$ cat config.mk
export PLATFORM = sky130hd
export DESIGN_NAME = xbus_ctrl
export DESIGN_NICKNAME = d
export VERILOG_FILES = /design/src/rtl/xbus_pkg.sv /design/src/rtl/xbus_clkdiv.sv /design/src/rtl/xbus_seq.sv /design/src/rtl/xbus_pins.sv /design/src/rtl/xbus_ctrl.sv
export SDC_FILE = /design/constraint.sdc
export NUM_CORES = 1
export LEC_CHECK = 0
export ABC_AREA = 1
export BUFFER_PORTS_ARGS = -buffer_cell sky130_fd_sc_hd__buf_2
export CORE_ASPECT_RATIO = 0.75
export CORE_MARGIN = 2
export CORE_UTILIZATION = 30
export CTS_CLUSTER_SIZE = 25
export DETAILED_ROUTE_END_ITERATION = 8
export PLACE_DENSITY = 0.64
export SLEW_MARGIN = 40
export SYNTH_ARGS = -nofsm -noshare
export SYNTH_HDL_FRONTEND = slang
export SYNTH_SLANG_ARGS = --single-unit
$ cat constraint.sdc
create_clock -name clk -period 1.8 [get_ports clk]
set_input_delay 0.18 -clock clk [delete_from_list [all_inputs] [get_ports clk]]
set_output_delay 0.18 -clock clk [all_outputs]
set_load 0.02 [all_outputs]
$ cat src/rtl/xbus_pkg.sv
package xbus_pkg;

  typedef enum logic [2:0] {
    PH_IDLE,
    PH_ALE,
    PH_SETUP,
    PH_STROBE,
    PH_HOLD
  } phase_t;

  // Number of CPU clocks outside the strobe phase (ALE, setup, hold).
  localparam int FIXED_CPU = 3;

  // Oscillator clocks per CPU clock for the chosen clock mode.
  function automatic int osc_per_cpu(logic x2, int std_div, int x2_div);
    return x2 ? x2_div : std_div;
  endfunction

  // Strobe phase length in CPU clocks.
  function automatic int strobe_cpu(logic slow, int norm, int lng);
    return slow ? lng : norm;
  endfunction

  // Whole cycle length in CPU clocks.
  function automatic int cycle_cpu(logic slow, int norm, int lng);
    return strobe_cpu(slow, norm, lng) + FIXED_CPU;
  endfunction

endpackage

$ cat src/rtl/xbus_clkdiv.sv
module xbus_clkdiv import xbus_pkg::*; #(
  parameter int DIV_STD = 2,
  parameter int DIV_X2  = 1
) (
  input  logic clk,
  input  logic rst_n,
  input  logic busy,
  input  logic x2_q,
  output logic tick
);
  localparam int DIVW = (DIV_STD > 1) ? $clog2(DIV_STD) : 1;

  logic [DIVW-1:0] div_cnt;
  logic [DIVW-1:0] lim;

  assign lim  = DIVW'(osc_per_cpu(x2_q, DIV_STD, DIV_X2) - 1);
  assign tick = busy && (div_cnt == lim);

  always_ff @(posedge clk or negedge rst_n) begin
    if (!rst_n)      div_cnt <= '0;
    else if (!busy)  div_cnt <= '0;
    else if (tick)   div_cnt <= '0;
    else             div_cnt <= div_cnt + 1'b1;
  end

  // in standard mode two CPU-clock ticks are never adjacent
  p_tick_spacing_r9: assert property (@(posedge clk) disable iff (!rst_n)
    (DIV_STD > 1 && tick && !x2_q) |-> !$past(tick));

endmodule

$ cat src/rtl/xbus_seq.sv
module xbus_seq import xbus_pkg::*; #(
  parameter int STRB_NORM = 3,
  parameter int STRB_LONG = 15
) (
  input  logic   clk,
  input  logic   rst_n,
  input  logic   req_rd,
  input  logic   req_wr,
  input  logic   stretch,
  input  logic   x2_mode,
  input  logic   tick,
  output phase_t phase,
  output phase_t phase_nxt,
  output logic   accept,
  output logic   busy,
  output logic   is_rd,
  output logic   stretch_q,
  output logic   x2_q,
  output logic   last_strobe,
  output logic   finish
);
  localparam int CNT_W = $clog2(STRB_LONG + 1);

  logic [CNT_W-1:0] cnt;
  logic [CNT_W-1:0] strb_len;

  assign strb_len    = CNT_W'(strobe_cpu(stretch_q, STRB_NORM, STRB_LONG));
  assign busy        = (phase != PH_IDLE);
  assign accept      = (phase == PH_IDLE) && (req_rd || req_wr);
  assign last_strobe = tick && (phase == PH_STROBE) && (cnt == strb_len - 1'b1);
  assign finish      = tick && (phase == PH_HOLD);

  always_comb begin
    phase_nxt = phase;
    unique case (phase)
      PH_IDLE:   if (req_rd || req_wr) phase_nxt = PH_ALE;
      PH_ALE:    if (tick)             phase_nxt = PH_SETUP;
      PH_SETUP:  if (tick)             phase_nxt = PH_STROBE;
      PH_STROBE: if (last_strobe)      phase_nxt = PH_HOLD;
      PH_HOLD:   if (tick)             phase_nxt = PH_IDLE;
      default:                         phase_nxt = PH_IDLE;
    endcase
  end

  always_ff @(posedge clk or negedge rst_n) begin
    if (!rst_n) begin
      phase     <= PH_IDLE;
      is_rd     <= 1'b0;
      stretch_q <= 1'b0;
      x2_q      <= 1'b0;
      cnt       <= '0;
    end else begin
      phase <= phase_nxt;
      if (accept) begin
        is_rd     <= req_rd;
        stretch_q <= stretch;
        x2_q      <= x2_mode;
      end
      if (phase != PH_STROBE) cnt <= '0;
      else if (tick)          cnt <= cnt + 1'b1;
    end
  end

  // the ALE phase is only ever entered from idle
  p_start_from_idle_r2: assert property (@(posedge clk) disable iff (!rst_n)
    (phase == PH_ALE && $past(phase) != PH_ALE) |-> ($past(phase) == PH_IDLE));

  // the strobe counter stays inside the configured width
  p_cnt_bound_r7: assert property (@(posedge clk) disable iff (!rst_n)
    (phase == PH_STROBE) |-> (cnt < strb_len));

  // captured modes do not move during a cycle
  p_mode_frozen_r10: assert property (@(posedge clk) disable iff (!rst_n)
    (busy && $past(busy)) |-> ($stable(stretch_q) && $stable(x2_q)));

endmodule

$ cat src/rtl/xbus_pins.sv
module xbus_pins import xbus_pkg::*; #(
  parameter int ADDR_W = 16,
  parameter int DATA_W = 8
) (
  input  logic              clk,
  input  logic              rst_n,
  input  phase_t            phase,
  input  phase_t            phase_nxt,
  input  logic              accept,
  input  logic              is_rd,
  input  logic              last_strobe,
  input  logic              finish,
  input  logic [ADDR_W-1:0] req_addr,
  input  logic [DATA_W-1:0] req_wdata,
  input  logic [DATA_W-1:0] ad_in,
  output logic [DATA_W-1:0] rdata,
  output logic              done,
  output logic [ADDR_W-DATA_W-1:0] addr_hi,
  output logic [DATA_W-1:0] ad_out,
  output logic              ad_oe,
  output logic              ale,
  output logic              rd_n,
  output logic              wr_n
);
  logic [DATA_W-1:0] wdata_q;
  logic              nxt_ale;
  logic              nxt_strobe;
  logic              nxt_data_ph;

  assign nxt_ale     = (phase_nxt == PH_ALE);
  assign nxt_strobe  = (phase_nxt == PH_STROBE);
  assign nxt_data_ph = (phase_nxt == PH_SETUP) || (phase_nxt == PH_STROBE) ||
                       (phase_nxt == PH_HOLD);

  always_ff @(posedge clk or negedge rst_n) begin
    if (!rst_n) begin
      ale     <= 1'b0;
      rd_n    <= 1'b1;
      wr_n    <= 1'b1;
      ad_oe   <= 1'b0;
      ad_out  <= '0;
      addr_hi <= '0;
      wdata_q <= '0;
      rdata   <= '0;
      done    <= 1'b0;
    end else begin
      ale   <= nxt_ale;
      rd_n  <= !(nxt_strobe && is_rd);
      wr_n  <= !(nxt_strobe && !is_rd);
      ad_oe <= nxt_ale || (nxt_data_ph && !is_rd);
      if (accept) begin
        addr_hi <= req_addr[ADDR_W-1:DATA_W];
        ad_out  <= req_addr[DATA_W-1:0];
        wdata_q <= req_wdata;
      end else if (phase == PH_ALE && phase_nxt == PH_SETUP) begin
        ad_out <= wdata_q;
      end
      if (last_strobe && is_rd) rdata <= ad_in;
      done <= finish;
    end
  end

  // read and write strobes are never low together
  p_one_strobe_r4: assert property (@(posedge clk) disable iff (!rst_n)
    !(!rd_n && !wr_n));

  // low port is floated whenever the read strobe is low
  p_read_float_r4: assert property (@(posedge clk) disable iff (!rst_n)
    !rd_n |-> !ad_oe);

  // low port is driven whenever the write strobe is low
  p_write_drive_r6: assert property (@(posedge clk) disable iff (!rst_n)
    !wr_n |-> ad_oe);

  // data still driven in the clock after the write strobe rises
  p_wr_hold_r6: assert property (@(posedge clk) disable iff (!rst_n)
    $rose(wr_n) |-> ad_oe);

  // no strobe while the address latch enable is high
  p_ale_quiet_r3: assert property (@(posedge clk) disable iff (!rst_n)
    ale |-> (rd_n && wr_n && ad_oe));

  // done is a single-clock pulse
  p_done_single_r8: assert property (@(posedge clk) disable iff (!rst_n)
    done |=> !done);

endmodule

$ cat src/rtl/xbus_ctrl.sv
module xbus_ctrl import xbus_pkg::*; #(
  parameter int ADDR_W    = 16,
  parameter int DATA_W    = 8,
  parameter int STRB_NORM = 3,
  parameter int STRB_LONG = 15,
  parameter int DIV_STD   = 2,
  parameter int DIV_X2    = 1
) (
  input  logic                     clk,
  input  logic                     rst_n,
  input  logic                     x2_mode,
  input  logic                     stretch,
  input  logic                     req_rd,
  input  logic                     req_wr,
  input  logic [ADDR_W-1:0]        req_addr,
  input  logic [DATA_W-1:0]        req_wdata,
  output logic [DATA_W-1:0]        rdata,
  output logic                     done,
  output logic [ADDR_W-DATA_W-1:0] addr_hi,
  output logic [DATA_W-1:0]        ad_out,
  input  logic [DATA_W-1:0]        ad_in,
  output logic                     ad_oe,
  output logic                     ale,
  output logic                     rd_n,
  output logic                     wr_n
);
  localparam int SW_W = $clog2(STRB_LONG * DIV_STD + 1);
  localparam int CY_W = $clog2((STRB_LONG + FIXED_CPU) * DIV_STD + 1);

  phase_t phase, phase_nxt;
  logic   accept, busy, is_rd, stretch_q, x2_q, tick, last_strobe, finish;

  xbus_clkdiv #(.DIV_STD(DIV_STD), .DIV_X2(DIV_X2)) u_div (
    .clk(clk), .rst_n(rst_n), .busy(busy), .x2_q(x2_q), .tick(tick)
  );

  xbus_seq #(.STRB_NORM(STRB_NORM), .STRB_LONG(STRB_LONG)) u_seq (
    .clk(clk), .rst_n(rst_n), .req_rd(req_rd), .req_wr(req_wr),
    .stretch(stretch), .x2_mode(x2_mode), .tick(tick),
    .phase(phase), .phase_nxt(phase_nxt), .accept(accept), .busy(busy),
    .is_rd(is_rd), .stretch_q(stretch_q), .x2_q(x2_q),
    .last_strobe(last_strobe), .finish(finish)
  );

  xbus_pins #(.ADDR_W(ADDR_W), .DATA_W(DATA_W)) u_pins (
    .clk(clk), .rst_n(rst_n), .phase(phase), .phase_nxt(phase_nxt),
    .accept(accept), .is_rd(is_rd), .last_strobe(last_strobe),
    .finish(finish), .req_addr(req_addr), .req_wdata(req_wdata),
    .ad_in(ad_in), .rdata(rdata), .done(done), .addr_hi(addr_hi),
    .ad_out(ad_out), .ad_oe(ad_oe), .ale(ale), .rd_n(rd_n), .wr_n(wr_n)
  );

  // Observation counters for the timing properties below.
  logic [SW_W-1:0] strb_cnt;
  logic [CY_W-1:0] cyc_cnt;

  always_ff @(posedge clk or negedge rst_n) begin
    if (!rst_n) begin
      strb_cnt <= '0;
      cyc_cnt  <= '0;
    end else begin
      strb_cnt <= (!rd_n || !wr_n) ? strb_cnt + 1'b1 : '0;
      cyc_cnt  <= busy ? cyc_cnt + 1'b1 : '0;
    end
  end

  // strobe pulse width in oscillator clocks
  p_strobe_width_r7: assert property (@(posedge clk) disable iff (!rst_n)
    $rose(rd_n && wr_n) |->
      (strb_cnt == SW_W'(osc_per_cpu(x2_q, DIV_STD, DIV_X2) *
                         strobe_cpu(stretch_q, STRB_NORM, STRB_LONG))));

  // whole cycle length in oscillator clocks
  p_cycle_len_r8: assert property (@(posedge clk) disable iff (!rst_n)
    done |-> (cyc_cnt == CY_W'(osc_per_cpu(x2_q, DIV_STD, DIV_X2) *
                               cycle_cpu(stretch_q, STRB_NORM, STRB_LONG))));

  // upper address port steady through a cycle
  p_addr_hi_steady_r3: assert property (@(posedge clk) disable iff (!rst_n)
    (busy && $past(busy)) |-> $stable(addr_hi));

endmodule

# Word-level counts from Yosys, hierarchy flattened
# Cells that the tools add are included.
# Widths: inputs -> output; s select.
dict set report totals {
  register_bits 48
  in_bits 38
  out_inout_bits 29
  word_cells 65
}
dict set report classes {
  add_sub_neg 4
  n_eq_ne 11
  mux 14
  reduce_logical 21
}
# op n
set ops {}
lappend ops {{$mux 8} 2}
lappend ops {{$mux 3} 5}
lappend ops {{$pmux 3 s5} 1}
lappend ops {{$eq 3x2->1 const B} 4}
lappend ops {{$mux 4} 3}
lappend ops {{$logic_and 1x1->1} 10}
lappend ops {{$eq 3x1->1 const B} 2}
lappend ops {{$eq 3x3->1 const B} 2}
lappend ops {{$add 4x1->4 const B} 1}
lappend ops {{$eq 4x4->1} 1}
lappend ops {{$logic_or 1x1->1} 4}
lappend ops {{$reduce_bool 2->1} 2}
lappend ops {{$sub 4x1->4 const B} 1}
lappend ops {{$logic_not 1->1} 3}
lappend ops {{$logic_not 3->1} 1}
lappend ops {{$mux 1} 3}
lappend ops {{$ne 3x2->1 const B} 1}
lappend ops {{$reduce_bool 3->1} 1}
lappend ops {{$add 1x1->1 const B} 1}
lappend ops {{$eq 1x1->1} 1}
lappend ops {{$sub 1x1->1 const B} 1}

# Longest topological paths before layout
dict set report depth {
  ltp_word 13
  mapped_depth 10
  depth_no_buf 9
}

# Modules after synthesis
# Synthesis repeated with hierarchy kept, for this count alone.
dict set report hier_totals {
  cells_unflattened 232
  area_unflattened_um2 2185.8
}
# module n_inst cells_per_inst area_per_inst_um2 seq_area_each_um2
set by_module_without_submodules {}
lappend by_module_without_submodules {xbus_pins 1 156 1586.5 928.4}
lappend by_module_without_submodules {xbus_seq 1 70 546.8 250.2}
lappend by_module_without_submodules {xbus_clkdiv 1 6 52.6 25.0}

# Worst setup path after synthesis
# No wires, ideal clock.
dict set report synth_path {
  path_kind {reg-to-reg}
  from {register u_seq.phase[0]}
  to {register u_pins.ad_out[6]}
  setup_ns 0.117
  arrival_ns 1.205
  required_ns 1.683
  path_slack_ns 0.478
  stages_incl_launch_ff 11
  n_path_buf 2
  period_less_slack_ns 1.322
  path_cell_list {dfrtp_1 > nor2_2 > nand2_2 > inv_2 > o21ai_2 > buf_6 > buf_6 > nand2_2 > nand2_1 > nand2_1 > o21ai_2}
}
dict set report synth_via {
  elab_chain_len 9
  elab_cells_between_ends 20
  classes_between {eq/ne (5); mux (7); reduce/logical (8)}
}
# element line
set synth_lines {}
lappend synth_lines {{start, declared} xbus_seq.sv:12} ;# output phase_t phase,
lappend synth_lines {{start signal, assigned} xbus_seq.sv:53} ;# phase <= phase_nxt;
lappend synth_lines {{$reduce_bool 3->1} xbus_seq.sv:28} ;# assign busy = (phase != PH_IDLE);
lappend synth_lines {{$logic_and 1x1->1} xbus_clkdiv.sv:17} ;# assign tick = busy && (div_cnt == lim);
lappend synth_lines {{$logic_and 1x1->1 (2 in a row)} xbus_seq.sv:30} ;# assign last_strobe = tick && (phase == PH_STROBE) && (cnt == strb_len - 1'b1);
lappend synth_lines {{$mux 3} xbus_seq.sv:39} ;# PH_STROBE: if (last_strobe) phase_nxt = PH_HOLD;
lappend synth_lines {{$pmux 3 s5} xbus_seq.sv:35} ;# unique case (phase)
lappend synth_lines {{$eq 3x2->1} xbus_pins.sv:55} ;# end else if (phase == PH_ALE && phase_nxt == PH_SETUP) begin
lappend synth_lines {{$logic_and 1x1->1} xbus_pins.sv:55}
lappend synth_lines {{$reduce_bool 2->1 (no source line)} --}
lappend synth_lines {{end signal, assigned} xbus_pins.sv:53} ;# ad_out <= req_addr[DATA_W-1:0];
lappend synth_lines {{end signal, assigned} xbus_pins.sv:56} ;# ad_out <= wdata_q;
lappend synth_lines {{end, declared} xbus_pins.sv:19} ;# output logic [DATA_W-1:0] ad_out,
# Parallel ways exist; a longest one is shown, timed or not.
# A chain may end at the register's enable or synchronous reset.

# Worst setup path in the final report
dict set report layout_path {
  from {register u_seq.phase[2]}
  to {register u_pins.rdata[1]}
}
dict set report layout_via {
  elab_chain_len 5
  elab_cells_between_ends 6
  classes_between {eq/ne (1); reduce/logical (5)}
}
# element line
set layout_lines {}
lappend layout_lines {{$reduce_bool 3->1} xbus_seq.sv:28}
lappend layout_lines {{$logic_and 1x1->1} xbus_clkdiv.sv:17}
lappend layout_lines {{$logic_and 1x1->1 (*) (2 in a row)} xbus_seq.sv:30}
lappend layout_lines {{$logic_and 1x1->1 (*)} xbus_pins.sv:58} ;# if (last_strobe && is_rd) rdata <= ad_in;
lappend layout_lines {{end signal, assigned} xbus_pins.sv:58}
lappend layout_lines {{end, declared} xbus_pins.sv:16} ;# output logic [DATA_W-1:0] rdata,
# Mark *: on every way between the ends. The rest lies on a longest branch, timed or not.

==> impl.org <==
** Outcome
- Status :: completed

** Routing
- For this run, design rule violations remaining after detail routing come to 0.
- Total wire length after detailed routing :: 4403 um
- The detailed router finished its first iteration with 96 violations.
- Routed WL per cell :: ~11 um
- Vias :: roughly 1700
- In the routed layout, each cell is associated on average with a via count of 4.349.
- Final ANT Viol Nets :: 0
- The first TritonRoute pass finished after 4 iterations.

** CTS
- Clock tree from TritonCTS :: yes
- Post-CTS clock slew at the launch and capture registers of the worst setup and hold paths :: approximately 0.080 ns
- Number of gates resized after cts :: 0
- The number of setup buffers added after CTS is 0.
- In this run the number of H-tree levels came out at 2.
- Clock insertion delay at the later pin of the skew report :: 0.29 ns
- The clock drives between 40 and 50 sinks.
- Number of buffers created by CTS :: 5
- Number of hold-repair buffers added at the cts stage :: 1
- Root Driver :: clkbuf_8
- Max Buffers Root-to-Sink :: 2

** Flow run
- Maxcap violations :: 0

** Synth
- Summing the sequential cell areas from Yosys gives roughly 57% of the chip area.
- In this run the cell area of the synthesized design comes to 0.002106 sq mm.
- Counting every instance in the synthesized netlist gives 239.
- Top cells by area in the synthesized netlist :: dfrtp_1, nand2_1, o21ai_1
- Synthesized net count :: ~280
- dfrtp_1 takes more of the synthesized area than any other cell.
- Cell variety after synth :: 24
- Of all flip-flops after synthesis, the portion carrying an async set or reset was 100.0%.
- The most used flip-flop cell after synthesis is dfrtp_1.
- Number of flops mapped to enable cells by yosys :: 0
- After synthesis, the mean cell area works out to just under 9 sq um.
- Most common cell in the netlist :: nand2_1
- Most frequent cells after synthesis :: nand2_1, dfrtp_1, inv_1, o21ai_1, nand3_1
- Flip-flop and latch count after synthesis :: 48
- The share of synthesized area in the top cell type comes to a little over half.
- Yosys printed 0 warnings.

** Global routing
- Entering global routing, the biggest net connects 29 pins.
- Vias in the first global route :: 1664
- Summed over all layers, the global routing overflow is 0.
- Antenna violations before repair :: 0
- In the global route stage, met3 resource usage came out at 2.569%.
- Global routing consumed, over all layers together, 12.15% of the routing resources.
- Global Route met2 Usage :: between 15 and 20%
- The global routing stage identified its most utilized layer as met2.
- The first global-routing pass estimated between 7000 and 8000 um of wire.
- Met1 capacity usage during global routing :: between 10% and 20%

** Critical path
- Data arrival, critical path :: 1.83 ns
- Crit Path Class :: flop to flop
- Max FO, Critical Path :: 12
- Critical-path cell with the highest stage delay :: dfrtp_1
- In this run the critical register-to-register path is captured at u_pins.rdata[1]$_DFFE_PN0P_.
- Counting both buffers and inverters, the worst setup path holds a total of 1.
- Worst reg-to-reg path cell count :: 7
- Critical path launch point type :: flop
- Worst stage delay on the critical path :: 0.40 ns
- Among cell families on the critical path, the largest total delay comes from simple AND/OR/NAND/NOR gates.
- The signal on the critical path passes through inv_1 > nand3_2 > nor2_4 > nand3_2 > nor2_4 > nand2_1 > nand2_1.
- The startpoint identified for the worst register-to-register timing path is u_seq.phase[2]$_DFF_PN0_.
- The worst setup path is captured at a flop.
- CP required :: slightly above 2 ns
- Flop2flop setup slack :: about 0.21 ns

** Power
- Cell-internal power :: roughly 2.6 mW
- The design draws between 4 and 5 mW.
- Seq pwr share :: 38.8%
- Net Switching :: approximately 1.9 mW
- VDD sags by at most a little under 0.6 mV.
- Pwr per Cell Area :: ~1700 mW/mm^2
- Leakage dissipation :: between 1 and 1.5 nW
- Part of the total power dissipated in the clock network :: around 17%
- Switching part of the total power :: ~42%
- Combinational cells account for between 40% and 50% of the total power.

** Floorplanning
- Initial cell density of the core :: 30.97%
- Die area :: about 0.0077 sq mm
- Number of primary I/O pins :: 67
- Area of the core :: just under 0.007 sq mm
- Die extent in x :: ~100 um
- Row generation in the floorplan step produced 26 rows.
- Vertical extent of the die :: roughly 77 um

** Timing
- Setup total negative slack on the finished layout was measured at 0 ns.
- The worst pin sits at a relative slew slack of a little under three fifths.
- On the final layout, the worst clock skew is approximately 0.0084 ns.
- For the pin with the worst max-slew slack, the measured transition is roughly 0.64 ns.
- RSZ-0062 raised after global routing :: false
- Derived from the worst setup path, the maximum achievable clock frequency is 627.3 MHz.
- Setup violations remaining at the end of the flow were counted as 0.
- Endpoints failing hold :: 0
- After layout, the worst path uses around nine tenths of the clock period.
- Final Slew Violations :: 0
- After layout, the minimum clock period comes to ~1.6 ns.

** Placement
- Placer congestion estimate :: about 0.84
- HPWL after detailed placement :: between 3000 and 4000 um
- Port buffering added 66 buffers.

** Final layout
- Fraction of layout cells with a size suffix above 1 :: a little under a third
- # fillers :: about 710
- Antenna cells :: 0
- Layout Area Growth over Synthesis :: 23.59%
- Summing all multi-input logic gate instances after layout gives approximately 730 sq um.
- Final Net Count :: 347
- Area taken by flip-flops and latches :: around 0.0012 sq mm
- At the end of the flow the core is filled with cells to a little under two fifths.

** Hold path
- The worst hold path begins at req_addr[12].
- The path with the worst hold slack has its endpoint at u_pins.addr_hi[4]$_DFFE_PN0P_.
- Counting instances, the worst hold path has a depth of 3.
- Class of the most critical hold timing path :: input port to flop
worst min-delay path: stages:
cell and delay [ns]:
buf_2 0.07, nand2_1 0.04, nand2_1 0.04
routing by layer:
layer,part of all wire [%],vias to the layer above
met5,0,-
met4,1.1,0
met3,3.5,4
met1,49,792
met2,46,36
li1,-,873
through the flow:
step	hold slack (ns)	instance area, sq um	setup slack, ns	instances
5_1_grt	0.07548	2603	0.008228	392
4_1_cts	0.06564	2603	0.2153	392
6_report	0.08143	2603	0.2060	392
2_1_floorplan	-0.1156	2106	0.4777	239
3_3_place_gp	0.2004	2486	0.2291	383
3_5_place_dp	0.2224	2486	0.2250	383
layout make-up:
class                      count  area share, %
sequential                    48          46.25
multi-input combinational    160          28.08
timing repair buffer          69          14.13
tap                           84          4.038
inverter                      23          3.413
clock buffer                   7          2.933
clock inverter                 1          1.154
worst max path at each step:
stage | cells after the start | endpoint | slack, ns | startpoint
after floorplan | 10 | u_pins.ad_out[6]$_DFFE_PN0P_ | 0.48 | u_seq.phase[0]$_DFF_PN0_
after global placement | 7 | u_pins.rdata[3]$_DFFE_PN0P_ | 0.23 | u_seq.phase[2]$_DFF_PN0_
after detailed placement | 7 | u_pins.rdata[1]$_DFFE_PN0P_ | 0.22 | u_seq.phase[2]$_DFF_PN0_
after CTS | 7 | u_pins.rdata[1]$_DFFE_PN0P_ | 0.22 | u_seq.phase[2]$_DFF_PN0_
after global routing | 7 | u_pins.rdata[4]$_DFFE_PN0P_ | 0.008 | u_seq.phase[2]$_DFF_PN0_
final | 7 | u_pins.rdata[1]$_DFFE_PN0P_ | 0.21 | u_seq.phase[2]$_DFF_PN0_
sequential cells by signal (all words and copies together), names as in the netlist, 3 cells and up:
signal	flops
u_pins.wdata_q	8
u_seq.cnt	4
u_pins.ad_out	8
u_seq.phase	3
u_pins.rdata	8
u_pins.addr_hi	8
kinds of logic after synthesis:
group / share of synthesized area, %
buf+inv: 8.140
compound gates: 6.298
simple gates: 26.80
xor+xnor: 0.4160
fa+ha+maj: 1.188
flops: 57.16
power by group through the flow:
stage          clock network, mW  registers, mW  logic [mW]
3_3_place_gp                   0           1.75        1.96
3_5_place_dp                   0           1.75        1.98
2_1_floorplan                  0           2.06        1.21
4_1_cts                    0.789           1.73        1.99
5_1_grt                    0.835           1.78        2.20
6_report                   0.754           1.72        1.97
placed cells by master, fill, tap and decap left out, types with 2 or more instances in the layout:
cell type | Yosys | routed
buf_2 | 0 | 66
clkbuf_1 | 1 | 2
clkbuf_8 | 0 | 5
dfrtp_1 | 46 | 46
dfstp_2 | 2 | 2
ha_1 | 2 | 2
inv_1 | 19 | 19
inv_2 | 3 | 3
nand2_1 | 105 | 105
nand2_2 | 4 | 4
nand3_1 | 11 | 11
nand3_2 | 2 | 2
nor2_1 | 5 | 5
nor2_4 | 2 | 2
nor3_1 | 2 | 2
o21ai_1 | 16 | 16
o21ai_2 | 4 | 4
No activity file was read; power rests on OpenSTA's default activity.
